[src/rtl/vtg_pkg.sv]
package vtg_pkg;
   localparam int SEG_N = 4;

   typedef enum logic [1:0] {
      PH_SYNC  = 2'd0,
      PH_BACK  = 2'd1,
      PH_ACT   = 2'd2,
      PH_FRONT = 2'd3
   } phase_e;
endpackage

[src/rtl/vtg_phase_ctr.sv]
// Walks one axis through sync, back porch, active and front porch.
module vtg_phase_ctr
   import vtg_pkg::*;
#(
   parameter int W = 12
) (
   input  logic                    clk,
   input  logic                    rst_n,
   input  logic                    restart,
   input  logic                    adv,
   input  logic [SEG_N-1:0][W-1:0] len_m1,
   output phase_e                  phase,
   output logic [W-1:0]            cnt,
   output logic                    span_end
);
   logic [1:0] idx;
   logic       seg_done;

   assign idx      = phase;
   assign seg_done = (cnt == len_m1[idx]);
   assign span_end = seg_done && (phase == PH_FRONT);

   always_ff @(posedge clk) begin
      if (!rst_n) begin
         phase <= PH_SYNC;
         cnt   <= '0;
      end else if (restart) begin
         phase <= PH_SYNC;
         cnt   <= '0;
      end else if (adv) begin
         if (seg_done) begin
            cnt   <= '0;
            phase <= phase_e'(idx + 2'd1);
         end else begin
            cnt <= cnt + 1'b1;
         end
      end
   end

   // the position never runs past the current segment length
   assert_cnt_in_seg_R2 : assert property (@(posedge clk) disable iff (!rst_n)
      cnt <= len_m1[idx]);
endmodule

[src/rtl/vtg_frame_id.sv]
// Wrapping frame identifier; clear has priority over increment.
module vtg_frame_id #(
   parameter int FID_W = 32
) (
   input  logic             clk,
   input  logic             rst_n,
   input  logic             clr,
   input  logic             inc,
   output logic [FID_W-1:0] id
);
   always_ff @(posedge clk) begin
      if (!rst_n)   id <= '0;
      else if (clr) id <= '0;
      else if (inc) id <= id + 1'b1;
   end
endmodule

[src/rtl/vtg_top.sv]
module vtg_top
   import vtg_pkg::*;
#(
   parameter int TW    = 12,
   parameter int FID_W = 32
) (
   input  logic             clk,
   input  logic             rst_n,
   input  logic             pix_ce,
   input  logic             out_en,
   input  logic             interlace,
   input  logic             soft_rst,
   input  logic             irq_clr,
   input  logic [TW-1:0]    h_sync_m1,
   input  logic [TW-1:0]    h_back_m1,
   input  logic [TW-1:0]    h_act_m1,
   input  logic [TW-1:0]    h_front_m1,
   input  logic [TW-1:0]    v_sync_m1,
   input  logic [TW-1:0]    v_back_m1,
   input  logic [TW-1:0]    v_act_m1,
   input  logic [TW-1:0]    v_front_m1,
   output logic             hsync,
   output logic             vsync,
   output logic             de,
   output logic [TW-1:0]    pix_x,
   output logic [TW-1:0]    line_y,
   output logic [1:0]       vstatus,
   output logic             field,
   output logic [FID_W-1:0] frame_id,
   output logic             irq_pulse,
   output logic             irq_pend,
   output logic             stopped
);
   localparam int AXES = 2;
   localparam int AX_H = 0;
   localparam int AX_V = 1;

   if (TW < 2) begin : g_bad_tw
      $error("vtg_top: TW must be at least 2");
   end
   if (FID_W < 2) begin : g_bad_fid
      $error("vtg_top: FID_W must be at least 2");
   end

   logic                    running;
   logic [SEG_N-1:0][TW-1:0] shd [AXES];
   phase_e                  ph      [AXES];
   logic [TW-1:0]           cnt     [AXES];
   logic                    span_end[AXES];
   logic                    adv     [AXES];

   logic start_idle, frame_wrap, start_frame, fp_start, v_act_end;

   assign start_idle  = !running && out_en && pix_ce;
   assign frame_wrap  = running && pix_ce && span_end[AX_H] && span_end[AX_V];
   assign start_frame = start_idle || (frame_wrap && out_en);
   assign adv[AX_H]   = running && pix_ce;
   assign adv[AX_V]   = running && pix_ce && span_end[AX_H];
   assign v_act_end   = (ph[AX_V] == PH_ACT) && (cnt[AX_V] == shd[AX_V][2]);
   assign fp_start    = running && pix_ce && span_end[AX_H] && v_act_end;

   for (genvar a = 0; a < AXES; a++) begin : g_axis
      vtg_phase_ctr #(.W(TW)) u_ctr (
         .clk      (clk),
         .rst_n    (rst_n),
         .restart  (start_frame),
         .adv      (adv[a]),
         .len_m1   (shd[a]),
         .phase    (ph[a]),
         .cnt      (cnt[a]),
         .span_end (span_end[a])
      );
   end

   always_ff @(posedge clk) begin
      if (!rst_n) begin
         running <= 1'b0;
         shd[AX_H] <= '0;
         shd[AX_V] <= '0;
         field   <= 1'b0;
      end else if (start_frame) begin
         running   <= 1'b1;
         shd[AX_H] <= {h_front_m1, h_act_m1, h_back_m1, h_sync_m1};
         shd[AX_V] <= {v_front_m1, v_act_m1, v_back_m1, v_sync_m1};
         field     <= (start_idle || !interlace) ? 1'b0 : !field;
      end else if (frame_wrap) begin
         running <= 1'b0;
      end
   end

   always_ff @(posedge clk) begin
      if (!rst_n) begin
         irq_pulse <= 1'b0;
         irq_pend  <= 1'b0;
      end else begin
         irq_pulse <= fp_start;
         if (fp_start)     irq_pend <= 1'b1;
         else if (irq_clr) irq_pend <= 1'b0;
      end
   end

   vtg_frame_id #(.FID_W(FID_W)) u_fid (
      .clk   (clk),
      .rst_n (rst_n),
      .clr   (soft_rst),
      .inc   (start_frame),
      .id    (frame_id)
   );

   assign hsync   = running && (ph[AX_H] == PH_SYNC);
   assign vsync   = running && (ph[AX_V] == PH_SYNC);
   assign de      = running && (ph[AX_H] == PH_ACT) && (ph[AX_V] == PH_ACT);
   assign pix_x   = de ? cnt[AX_H] : '0;
   assign line_y  = de ? cnt[AX_V] : '0;
   assign vstatus = ph[AX_V];
   assign stopped = !running;

   assert_de_no_sync_R4 : assert property (@(posedge clk) disable iff (!rst_n)
      de |-> (!hsync && !vsync));

   assert_fid_step_R6 : assert property (@(posedge clk) disable iff (!rst_n)
      ($rose(vsync) && !$past(soft_rst)) |-> (frame_id == $past(frame_id) + 1'b1));

   assert_fid_clear_R7 : assert property (@(posedge clk) disable iff (!rst_n)
      $past(soft_rst) |-> (frame_id == '0));

   assert_irq_in_front_R8 : assert property (@(posedge clk) disable iff (!rst_n)
      $rose(irq_pend) |-> (vstatus == 2'd3));

   assert_shadow_hold_R9 : assert property (@(posedge clk) disable iff (!rst_n)
      !$past(start_frame) |-> ($stable(shd[AX_H]) && $stable(shd[AX_V])));

   assert_idle_quiet_R10 : assert property (@(posedge clk) disable iff (!rst_n)
      stopped |-> (!hsync && !vsync && !de));
endmodule

[config.mk]
export PLATFORM = sky130hd
export DESIGN_NAME = vtg_top
export DESIGN_NICKNAME = d
export VERILOG_FILES = /design/src/rtl/vtg_pkg.sv /design/src/rtl/vtg_phase_ctr.sv /design/src/rtl/vtg_frame_id.sv /design/src/rtl/vtg_top.sv
export SDC_FILE = /design/constraint.sdc
export NUM_CORES = 1
export LEC_CHECK = 0
export ABC_AREA = 1
export BUFFER_PORTS_ARGS = -buffer_cell sky130_fd_sc_hd__buf_2
export CAP_MARGIN = 20
export CORE_UTILIZATION = 35
export DETAILED_ROUTE_END_ITERATION = 8
export GPL_TIMING_DRIVEN = 0
export PLACE_DENSITY_LB_ADDON = 0.25
export SYNTH_ARGS = -nofsm -noshare
export SYNTH_HDL_FRONTEND = slang
export SYNTH_SLANG_ARGS = --single-unit
[constraint.sdc]
create_clock -name clk -period 4.3 [get_ports clk]
set_input_delay 0.645 -clock clk [delete_from_list [all_inputs] [get_ports clk]]
set_output_delay 0.645 -clock clk [all_outputs]
set_load 0.05 [all_outputs]
# Word level (Yosys, flattened, before mapping)
# Memories as Yosys holds them, arrays and structs flattened.
# Index checks and enable logic that the tools add are counted.
totals:
  mem_count: 1
  ram_bits: 96
  out_inout_bits: 65
  regBits: 64
classes:
  n_reduce_logical: 27
  eq_ne: 7
  bitwise_logic: 3
  order_cmp: 2
  n_addsub: 5
  n_mux: 19
mem_list:
  columns: ["memory", "depth", "width", "read_ports", "rd_ports_with_merged_regs", "write_ports", "line", "text"]
  rows:
  - ["shd", 2, 48, 2, 0, 2, "vtg_top.sv:46", "logic [SEG_N-1:0][TW-1:0] shd [AXES];"]
op_table:
  columns: ["cell", "count"]
  rows:
  - ["two-way mux 48 bit", 2]
  - ["two-way mux 12 bit", 6]
  - ["binary-select mux 12 bit (select 2 bit)", 2]
  - ["== test 12 bit", 3]
  - ["adder 32 x 1 -> 32 bit, second input constant", 1]
  - ["adder 12 x 1 -> 12 bit, second input constant", 2]
  - ["logical AND 1 bit", 14]
  - ["two-way mux 1 bit", 9]
  - ["== test 2 bit, second input constant", 4]
  - ["less-than comparator 2 x 3 -> 1 bit, second input constant", 2]
  - ["adder 2 x 1 -> 2 bit, second input constant", 2]
  - ["zero test 2 bit", 2]
  - ["AND reduction 2 bit", 2]
  - ["nonzero test 2 bit", 2]
  - ["OR reduction 2 bit", 2]
  - ["zero test 1 bit", 3]
  - ["logical OR 1 bit", 2]
  - ["OR 1 bit", 2]
  - ["NOT 1 bit", 1]

# Depth between registers and ports, before layout
logic_depth:
  word_depth: 12
  mapped_depth: 18

# Modules after synthesis
# Synthesis repeated with hierarchy kept, for this count alone.
hier_totals:
  cells_unflattened: 1231
  hier_area_um2: 9268.9
by_module_without_submodules:
  columns: ["mod", "cells_per_inst", "n_inst", "area_per_inst_um2", "seq_area_each_um2"]
  rows:
  - ["vtg_top", 441, 1, 4575.6, 2962.8]
  - ["vtg_phase_ctr", 253, 2, 1447.6, 280.3]
  - ["vtg_frame_id", 284, 1, 1798.0, 640.6]

# Worst setup path before layout
# No wires, ideal clock.
synth_path:
  path_kind: "reg2reg"
  start: "reg g_axis[1].u_ctr.phase[0]"
  end: "mem shd[0][0] (netlist name), enable pin"
  t_arrival_ps: 3078
  setup_ps: 389
  stages_incl_launch_ff: 18
  t_required_ps: 3911
  n_path_buf: 3
  path_slack_ps: 834
  path_cell_list: "dfxtp_1 -> buf_2 -> inv_2 -> buf_2 -> nand2_1 -> nand3_1 -> nand2_1 -> nand2_1 -> nand2_1 -> nand2_1 -> nor2_1 -> nand3_1 -> nor2_1 -> nand3_1 -> nand2_1 -> nand2_2 -> nand2_2 -> buf_4"
synth_rtl:
  columns: ["item", "line", "text"]
  rows:
  - ["from (decl)", "vtg_phase_ctr.sv:12", "output phase_e phase,"]
  - ["from (signal assigned)", "vtg_phase_ctr.sv:33", "phase <= phase_e'(idx + 2'd1);"]
  - ["to (decl)", "vtg_top.sv:46", null]

==> results.cfg <==
[place]
placed_cells = 1649
gp_congestion = 0.876
io_buffers = 166
hpwl_mm = 18.5
dp_slack_ps = 278

[sta]
holdWs_ps = 390
fin_skew_ps = 10.9
final.setup.worst_slack_ps = 449
fmax_mhz = 260
period_needed_ps = 3850
hold_viol = 0
tightest_slew_ps = 640
slew_violations = 0
finalSetupViolCount = 0
slew_headroom_pct = 57.3
rsz0062_at_grt = no
setup_tns_ps = 0
fin_crit_sh_pct = 89.6

[drt]
firstDrtPassIters = 5
drt_iter0_markers = 630
vias_per_cell = 4.78
wl_per_cell_um = 14.5
antenna_left = 0
wl_mm = 24.4
dr_total_vias = 8042
drc = 0

[synthesis]
yosys.area.top_type = edfxtp_1
synthArstFlopShare_pct = 0
syn_nets = 1270
avgSynthCellArea_um2 = 7.61
synth_edf_count = 96
synthesis.area_um2 = 8810
synth_top_flop_cell = edfxtp_1
yosys.area.top_type_share_pct = 32.7
ys_warn_count = 0
syn-instance-count = 1158
synth-seq-cells = 160
yosysSeqAreaShare_pct = 47.3
synthDistinctLibCells = 33
yosys-top-cells-area = edfxtp_1 33%, dfxtp_1 15%, nand2_1 11%, nand3_1 9.5%, nor2_1 7.0%

[clock_tree]
numClockSinks = 160
postCtsSetupBuffers = 0
clock_latency_ps = 430
clockBufferDepth = 2
path_clk_slew_ps = 70
numCtsBuffers = 17
clock_tree.root_cell = clkbuf_16
ctsResizeCount = 0
htreeDepth = 4
cts-hold-fix-buffers = 0
cts_tree = done

[job]
drv_cap = 0

[layout]
most-common-layout-cells = 259 x nand2_1, 179 x buf_2, 168 x nand3_1
syn2layout_area_growth_pct = 20.9
fin_nets = 1456
fin_cells = 1683
drive_gt1_share_pct = 19.5
n_fill_cell = 2575
multi_input_area_um2 = 3800
final_common_cell = nand2_1
regArea_um2 = 4160

[grt]
grt_overflow = 0
track_usage_pct = 19.5
grt_pass1_vias = 7496
grt_pass1_wl_mm = 39.0
grt_max_degree = 56
antenna_found_initial = 1

[critical_path]
cpMaxStageDelayCell = dfxtp_1
crit_type = flop to flop
arrival_ps = 3960
cpPeakStageDelay_ps = 510
endpoint_kind = flop
cp_cell_sequence = clkbuf_1 > nand3_1 > nand2_1 > nand2_1 > nand2_1 > nand2_1 > nor2_1 > nand3_1 > nor2_1 > nand3_1 > nand2_1 > nand2_2 > nand2_2 > buf_6 > buf_16
critical_path.most_common_cell = nand2_1
path_max_fanout = 55
cp.required_ps = 4410
cp-start-kind = flop

[power_and_ir_drop]
vdd_drop_max_v = 0.000251
power_density_nw_per_um2 = 325
p_leak_nw = 4.77

[floorplanning]
io-pin-count = 168
initial_core_util_pct = 35.9
die-area_um2 = 25800
row_count = 57
die_h_um = 161
fp.dieW_um = 161
coreArea_um2 = 24500

[run_status]
status = finished, final reports clean

[hold_path]
hp-class = input pin to flop
[cells by family after synthesis]
| logic type | share of synthesized area [%] |
|---|---|
| flip-flops | 47.3 |
| adder cells (fa/ha/maj) | 1.28 |
| XOR/XNOR | 3.98 |
| AND/OR/NAND/NOR | 33.8 |
| AO/OA/AOI/OAI | 4.05 |
| buffers and inverters | 9.63 |
[where the power goes]
part | leakage [nW] | total (W) | switching (W) | internal, W
sequential | 1.53 | 0.00172 | 0.0000253 | 0.00169
clock | 0.274 | 0.00148 | 0.000708 | 0.000769
combinational | 2.97 | 0.000268 | 0.000175 | 0.0000934
total | 4.77 | 0.00346 | 0.000908 | 0.00255
[worst max-delay path: cells and delay by family, from the launching register on]
kind	cells	cell delay, ps
flip-flops	1	510
AND/OR/NAND/NOR	12	1830
buffers and inverters	3	1130
[sequential cells by signal (all words and copies together) (netlist names)]
register / count
g_axis.u_ctr.cnt: 24
shd: 96
g_axis.u_ctr.phase: 4
field: 1
irq_pulse: 1
u_fid.id: 32
running: 1
irq_pend: 1
[cell type report]
| cell class | count | area share (%) |
|---|---|---|
| multi-input combinational | 793 | 35.7 |
| antenna | 2 | 0.0470 |
| clock inverter | 15 | 1.35 |
| timing repair buffer | 167 | 8.06 |
| inverter | 158 | 5.59 |
| sequential | 160 | 39.1 |
| tap | 324 | 3.81 |
| buffer | 47 | 2.41 |
| clock buffer | 17 | 3.99 |
[path summary, 6_finish.rpt]
path / depth (start not counted) / end / slack [ps] / startpoint
worst max-delay path: 15 / shd[0][4] / 450 / g_axis[1].u_ctr.phase[1]
worst min-delay path: 2 / irq_pend / 390 / irq_clr
worst max register to register: 15 / shd[0][4] / 450 / g_axis[1].u_ctr.phase[1]
worst min register to register: 2 / irq_pend / 450 / irq_pend
[synthesized netlist by cell type, types with 3 or more instances]
library cell and n:
a21oi_1 42, buf_2 13, buf_4 4, buf_6 6, clkbuf_1 24, dfxtp_1 64
edfxtp_1 96, ha_1 9, inv_1 155, nand2_1 259, nand2_2 4, nand3_1 168
nand4_1 11, nor2_1 165, nor2_2 33, nor3_1 26, nor4_1 7, o21ai_0 13
o22ai_1 3, xnor2_1 10, xor2_1 30
[metal layers]
metal / vias to the layer above / routed length [um] / global-route usage (%)
met5: - / 0 / 0
met2: 235 / 11300 / 30.7
met3: 25 / 1460 / 3.95
met1: 3676 / 11300 / 26.9
met4: 0 / 353 / 5.67
li1: 4106 / - / -
[stage by stage]
step                power, W  utilization, %  instance area (um2)
finish               0.00346            43.4                10700
global route         0.00359            43.4                10600
CTS                  0.00349            43.4                10600
detailed placement   0.00202            41.1                10100
global placement     0.00202            41.0                10000
floorplan            0.00191               -                 8810
(Power assumes the default switching activity.)
